--- src/rtl/jtag_observe_pkg.sv ---
package jtag_observe_pkg;

  localparam int IR_W = 3;

  typedef enum logic [3:0] {
    ST_RESET    = 4'd0,
    ST_IDLE     = 4'd1,
    ST_DR_SEL   = 4'd2,
    ST_DR_CAP   = 4'd3,
    ST_DR_SHIFT = 4'd4,
    ST_DR_EXIT1 = 4'd5,
    ST_DR_PAUSE = 4'd6,
    ST_DR_EXIT2 = 4'd7,
    ST_DR_UPD   = 4'd8,
    ST_IR_SEL   = 4'd9,
    ST_IR_CAP   = 4'd10,
    ST_IR_SHIFT = 4'd11,
    ST_IR_EXIT1 = 4'd12,
    ST_IR_PAUSE = 4'd13,
    ST_IR_EXIT2 = 4'd14,
    ST_IR_UPD   = 4'd15
  } tap_state_e;

  typedef enum logic [1:0] {
    CH_PASS = 2'd0,
    CH_IDENT = 2'd1,
    CH_PINS = 2'd2
  } chain_sel_e;

  localparam logic [IR_W-1:0] OP_PIN_HIZ  = 3'b000;
  localparam logic [IR_W-1:0] OP_IDENT    = 3'b001;
  localparam logic [IR_W-1:0] OP_PIN_ZCAP = 3'b010;
  localparam logic [IR_W-1:0] OP_PIN_SAMP = 3'b100;
  localparam logic [IR_W-1:0] OP_PASS     = 3'b111;

endpackage

--- src/rtl/tap_state_ctl.sv ---
module tap_state_ctl
  import jtag_observe_pkg::*;
(
  input  logic       tck,
  input  logic       rst_n,
  input  logic       tms,
  output tap_state_e state,
  output tap_state_e state_nx
);

  always_comb begin
    state_nx = state;
    case (state)
      ST_RESET:    state_nx = tms ? ST_RESET    : ST_IDLE;
      ST_IDLE:     state_nx = tms ? ST_DR_SEL   : ST_IDLE;
      ST_DR_SEL:   state_nx = tms ? ST_IR_SEL   : ST_DR_CAP;
      ST_DR_CAP:   state_nx = tms ? ST_DR_EXIT1 : ST_DR_SHIFT;
      ST_DR_SHIFT: state_nx = tms ? ST_DR_EXIT1 : ST_DR_SHIFT;
      ST_DR_EXIT1: state_nx = tms ? ST_DR_UPD   : ST_DR_PAUSE;
      ST_DR_PAUSE: state_nx = tms ? ST_DR_EXIT2 : ST_DR_PAUSE;
      ST_DR_EXIT2: state_nx = tms ? ST_DR_UPD   : ST_DR_SHIFT;
      ST_DR_UPD:   state_nx = tms ? ST_DR_SEL   : ST_IDLE;
      ST_IR_SEL:   state_nx = tms ? ST_RESET    : ST_IR_CAP;
      ST_IR_CAP:   state_nx = tms ? ST_IR_EXIT1 : ST_IR_SHIFT;
      ST_IR_SHIFT: state_nx = tms ? ST_IR_EXIT1 : ST_IR_SHIFT;
      ST_IR_EXIT1: state_nx = tms ? ST_IR_UPD   : ST_IR_PAUSE;
      ST_IR_PAUSE: state_nx = tms ? ST_IR_EXIT2 : ST_IR_PAUSE;
      ST_IR_EXIT2: state_nx = tms ? ST_IR_UPD   : ST_IR_SHIFT;
      ST_IR_UPD:   state_nx = tms ? ST_DR_SEL   : ST_IDLE;
      default:     state_nx = ST_RESET;
    endcase
  end

  always_ff @(posedge tck or negedge rst_n) begin
    if (!rst_n) state <= ST_RESET;
    else        state <= state_nx;
  end

endmodule

--- src/rtl/tap_instr_reg.sv ---
module tap_instr_reg
  import jtag_observe_pkg::*;
(
  input  logic            tck,
  input  logic            rst_n,
  input  tap_state_e      state,
  input  tap_state_e      state_nx,
  input  logic            tdi,
  output logic [IR_W-1:0] ir_sr,
  output logic [IR_W-1:0] active_ir
);

  logic sr_cap, sr_shift, sr_en;
  logic act_rst, act_load, act_en;
  logic [IR_W-1:0] sr_d, act_d;

  assign sr_cap   = (state == ST_IR_CAP);
  assign sr_shift = (state == ST_IR_SHIFT);
  assign sr_en    = sr_cap | sr_shift;
  assign act_rst  = (state_nx == ST_RESET);
  assign act_load = (state == ST_IR_UPD);
  assign act_en   = act_rst | act_load;

  always_comb begin
    if (sr_cap) sr_d = {{(IR_W-2){1'b0}}, 2'b01};
    else        sr_d = {tdi, ir_sr[IR_W-1:1]};
    act_d = act_rst ? OP_IDENT : ir_sr;
  end

  always_ff @(posedge tck or negedge rst_n) begin
    if (!rst_n) begin
      ir_sr     <= OP_IDENT;
      active_ir <= OP_IDENT;
    end else begin
      if (sr_en)  ir_sr     <= sr_d;
      if (act_en) active_ir <= act_d;
    end
  end

endmodule

--- src/rtl/tap_data_chains.sv ---
module tap_data_chains
  import jtag_observe_pkg::*;
#(
  parameter int          PIN_W    = 70,
  parameter logic [31:0] ID_VALUE = 32'h5E3A_C0D5
) (
  input  logic             tck,
  input  logic             rst_n,
  input  tap_state_e       state,
  input  logic [IR_W-1:0]  active_ir,
  input  logic             tdi,
  input  logic [PIN_W-1:0] pin_sample,
  output logic             chain_so
);

  localparam int ID_W = 32;

  chain_sel_e sel;
  logic cap, shf;
  logic pass_q;
  logic [ID_W-1:0]  ident_q;
  logic [PIN_W-1:0] pins_q;
  logic pass_en, ident_en, pins_en;
  logic pass_d;
  logic [ID_W-1:0]  ident_d;
  logic [PIN_W-1:0] pins_d;

  always_comb begin
    case (active_ir)
      OP_PIN_HIZ, OP_PIN_ZCAP, OP_PIN_SAMP: sel = CH_PINS;
      OP_IDENT:                             sel = CH_IDENT;
      default:                              sel = CH_PASS;
    endcase
  end

  assign cap = (state == ST_DR_CAP);
  assign shf = (state == ST_DR_SHIFT);

  assign pass_en  = (cap | shf) & (sel == CH_PASS);
  assign ident_en = (cap | shf) & (sel == CH_IDENT);
  assign pins_en  = (cap | shf) & (sel == CH_PINS);

  always_comb begin
    pass_d  = cap ? 1'b0       : tdi;
    ident_d = cap ? ID_VALUE   : {tdi, ident_q[ID_W-1:1]};
    pins_d  = cap ? pin_sample : {tdi, pins_q[PIN_W-1:1]};
  end

  always_ff @(posedge tck or negedge rst_n) begin
    if (!rst_n) begin
      pass_q  <= 1'b0;
      ident_q <= '0;
      pins_q  <= '0;
    end else begin
      if (pass_en)  pass_q  <= pass_d;
      if (ident_en) ident_q <= ident_d;
      if (pins_en)  pins_q  <= pins_d;
    end
  end

  always_comb begin
    case (sel)
      CH_PINS:  chain_so = pins_q[0];
      CH_IDENT: chain_so = ident_q[0];
      default:  chain_so = pass_q;
    endcase
  end

endmodule

--- src/rtl/jtag_observe_tap.sv ---
module jtag_observe_tap
  import jtag_observe_pkg::*;
#(
  parameter int          PIN_W    = 70,
  parameter logic [31:0] ID_VALUE = 32'h5E3A_C0D5
) (
  input  logic             tck,
  input  logic             trst_n,
  input  logic             tms,
  input  logic             tdi,
  input  logic [PIN_W-1:0] pin_sample,
  output logic             tdo,
  output logic             tdo_oe,
  output logic             out_hiz
);

  logic [1:0] rst_sync;
  logic rst_n;

  always_ff @(posedge tck or negedge trst_n) begin
    if (!trst_n) rst_sync <= 2'b00;
    else         rst_sync <= {rst_sync[0], 1'b1};
  end
  assign rst_n = rst_sync[1];

  tap_state_e state, state_nx;
  logic [IR_W-1:0] ir_sr, active_ir;
  logic chain_so;
  logic in_shift, tdo_d;

  tap_state_ctl u_fsm (
    .tck(tck), .rst_n(rst_n), .tms(tms), .state(state), .state_nx(state_nx)
  );

  tap_instr_reg u_ir (
    .tck(tck), .rst_n(rst_n), .state(state), .state_nx(state_nx), .tdi(tdi),
    .ir_sr(ir_sr), .active_ir(active_ir)
  );

  tap_data_chains #(.PIN_W(PIN_W), .ID_VALUE(ID_VALUE)) u_dr (
    .tck(tck), .rst_n(rst_n), .state(state), .active_ir(active_ir), .tdi(tdi),
    .pin_sample(pin_sample), .chain_so(chain_so)
  );

  assign in_shift = (state == ST_IR_SHIFT) || (state == ST_DR_SHIFT);
  assign tdo_d    = (state == ST_IR_SHIFT) ? ir_sr[0] : chain_so;

  always_ff @(negedge tck or negedge rst_n) begin
    if (!rst_n) begin
      tdo    <= 1'b0;
      tdo_oe <= 1'b0;
    end else begin
      tdo_oe <= in_shift;
      if (in_shift) tdo <= tdo_d;
    end
  end

  assign out_hiz = (active_ir == OP_PIN_HIZ) || (active_ir == OP_PIN_ZCAP);

endmodule

--- config.mk ---
export PLATFORM = sky130hd
export DESIGN_NAME = jtag_observe_tap
export DESIGN_NICKNAME = d
export VERILOG_FILES = /design/src/rtl/jtag_observe_pkg.sv /design/src/rtl/tap_state_ctl.sv /design/src/rtl/tap_instr_reg.sv /design/src/rtl/tap_data_chains.sv /design/src/rtl/jtag_observe_tap.sv
export SDC_FILE = /design/constraint.sdc
export NUM_CORES = 1
export LEC_CHECK = 0
export BUFFER_PORTS_ARGS = -buffer_cell sky130_fd_sc_hd__buf_2
export CAP_MARGIN = 20
export CORE_MARGIN = 4
export CORE_UTILIZATION = 60
export CTS_BUF_LIST = sky130_fd_sc_hd__clkbuf_4 sky130_fd_sc_hd__clkbuf_8
export DETAILED_ROUTE_END_ITERATION = 10
export GPL_TIMING_DRIVEN = 0
export PLACE_DENSITY = 0.82
export RECOVER_POWER = 25
export SLEW_MARGIN = 0
export SYNTH_ARGS = -nofsm -noshare
export SYNTH_HDL_FRONTEND = slang
export SYNTH_SLANG_ARGS = --single-unit
export TNS_END_PERCENT = 30
--- constraint.sdc ---
create_clock -name tck -period 6.6 [get_ports tck]
set_input_delay 0.33 -clock tck [delete_from_list [all_inputs] [get_ports tck]]
set_output_delay 0.33 -clock tck [all_outputs]
set_load 0.005 [all_outputs]
==> impl_metrics.ini <==
[worst_setup_path]
cp_top_family = flip-flops
crit_buf_inv = 1
slowest_stage = dfrtp_1
crit_arrival_ns = 2.56
worstSetupStartpointType = flop
crit_path_max_fanout = 68
worstPathCellList = buf_16
crit_path_end_kind = async pin
cp.required_ns = 3.92
max_stage_delay_ns = 1.70
worstSetupPathType = flop to async pin

[timing]
setup_violations = 0
max_slew_margin_pct = -33.5
rsz0062_at_grt = false
drv_slew = 48
hold_viol = 0
tightestPinTransition_ns = 2.00
fin_tns_setup_ns = 0
fin_skew_ns = 0.0472

[die]
dieArea_mm2 = 0.0109
die_h_um = 104
fp.dieW_um = 104
placementRows = 34
pin_count = 77
start_util_pct = 62.8
core_mm2 = 0.00889

[place]
portBuffers = 76
routabilityCongestion = 0.831
place_hpwl_mm = 8.05
placed_cells = 735

[clock_tree]
cts_tree = done
cts_max_path_buffers = 2
clk_latency_ns = 0.43
clk_pin_slew_ns = 0.08
cts_setup_buffers = 0
clock_sinks = 117
cts-htree-levels = 4
cts_root_buf = clkbuf_8
cts_buffers = 17

[final_layout]
antenna_cells = 0
fill_cells = 603
area_growth_pct = 17.0
fin_cells = 768
fin_nets = 724
layout-drive-gt1-share_pct = 26.7

[routing]
wl_per_cell_um = 14.9
dr.pass1.iters = 4
drc_errors = 0
wl_mm = 11.4
drt_iter0_markers = 241
routed_via_density = 5.46
postRouteAntennaNets = 0
num_vias = 4196

[grt]
grt_overflow = 0
grt_pass1_vias = 4268
grt_pass1_wl_mm = 19.9
grt_max_degree = 69
antenna_found_initial = 0
grtUsageTotal_pct = 22.5

[synthesis]
synth_area_mm2 = 0.00558
yosysMostFrequentCell = nand2_1
synth_cell_types = 43
avgSynthCellArea_um2 = 10.2
synth_top_area_share_pct = 50.6
synth_area_leaders = dfrtp_1 (51%), mux2i_1 (13%), nand2_1 (9.3%)
syn_inst = 550
syn-num-nets = 627
seq_area_frac_synth_pct = 52.5
synth_area_leader_cell = dfrtp_1
async_flop_share_pct = 100
ys_ff_latch = 117
ys.flop_type = dfrtp_1
synth_common_cells = nand2_1 (138), dfrtp_1 (113), mux2i_1 (70), o21ai_0 (59), o21ai_2 (30)
synth_edf_count = 0
ys_warn_count = 0

[status]
violations = capacitance limit, slew limit
status = finished with violations

[run]
drv_cap = 1

[power]
p_leak_nw = 3.03
power_density_mw_per_mm2 = 454
max-vdd-ir-drop_v = 0.000267

[hold_path]
hp-class = input port to flop
per-stage QoR:
| stage | worst slack [ns] | total power, mW | hold WS, ns | utilization (%) | instance area, um2 |
|---|---|---|---|---|---|
| 6_report | 1.36 | 2.97 | 0.170 | 73.5 | 6530 |
| 5_1_grt | 1.01 | 3.21 | 0.159 | 73.5 | 6530 |
| 4_1_cts | 1.57 | 2.98 | 0.157 | 73.5 | 6540 |
| 3_5_place_dp | 1.63 | 2.32 | 0.116 | 68.9 | 6130 |
| 3_3_place_gp | 0.847 | 2.24 | 0.114 | 68.6 | 6100 |
| 2_1_floorplan | 1.46 | 2.06 | 0.0344 | - | 5580 |
power breakdown:
part	switching, mW	total (mW)	internal (mW)
registers	0.190	1.24	1.05
logic	0.612	1.08	0.464
clock network	0.292	0.650	0.358
sequential cells by signal, summed over array words and instances, names as in the netlist:
signal	cells
tdo	1
u_dr.pass_q	1
u_dr.ident_q	32
u_ir.ir_sr	3
rst_sync	2
u_dr.pins_q	70
u_ir.active_ir	3
tdo_oe	1
u_fsm.state	4
path summary, 6_finish.rpt:
| kind | start | endpoint | slack, ns | depth (start not counted) |
|---|---|---|---|---|
| setup / recovery | rst_sync[1] | tdo | 1.36 | 1 |
| hold / removal | pin_sample[47] | u_dr.pins_q[47] | 0.17 | 3 |
| setup reg to reg | rst_sync[1] | tdo | 1.36 | 1 |
| hold reg to reg | rst_sync[0] | rst_sync[1] | 0.35 | 0 |
| max in group tck | u_ir.active_ir[2] | tdo | 1.57 | 7 |
| min in group asynchronous | trst_n | rst_sync[1] | 0.22 | 2 |
cell usage in the layout (no fill, tap or decap), types with 2 or more instances in the layout:
cell type	instances
buf_1	2
clkinv_4	2
nand2b_1	3
clkbuf_4	4
o32ai_1	2
buf_6	14
o21ai_0	59
o21ai_2	30
dfstp_2	2
nand2_1	138
ha_1	3
clkbuf_2	2
mux2i_1	70
bufinv_16	2
nor3_1	4
buf_2	85
clkbuf_1	8
nand3_1	4
clkinvlp_4	5
inv_1	5
o21ai_1	20
clkbuf_8	19
dfrtp_1	113
nor2b_1	3
nor2_1	21
o21ai_4	2
dfrtn_1	2
a21oi_1	12
clkinv_2	3
layout make-up:
type | count | area [um2] | share of cell area (%)
buffer | 41 | 317 | 4.84
clock buffer | 20 | 269 | 4.12
clock inverter | 12 | 130 | 1.99
inverter | 5 | 18.8 | 0.287
multi-input combinational | 387 | 2320 | 35.5
sequential | 117 | 2930 | 44.8
tap | 108 | 135 | 2.07
timing repair buffer | 78 | 417 | 6.38
routing by layer:
metal	share of wire (%)	vias up	track usage, %
li1	-	2060	-
met1	44	2003	29.5
met2	49	114	36.0
met3	6.1	19	6.46
met4	1.4	0	7.22
met5	0	-	0
kinds of logic after synthesis:
| logic type | synth area share [%] |
|---|---|
| buffers and inverters | 6.01 |
| AO/OA/AOI/OAI | 14.7 |
| multiplexers | 12.6 |
| other | 0.0672 |
| XOR/XNOR | 0.314 |
| adder cells (fa/ha/maj) | 0.672 |
| AND/OR/NAND/NOR | 13.2 |
| flip-flops | 52.5 |
what timing repair did:
action / in CTS / in global routing
endpoints found under the setup margin: 0 / 0
hold buffers: 1 / 0
hold endpoints to repair: 2 / 0
resized for setup: 0 / 0
No activity file was read; power rests on OpenSTA's default activity.
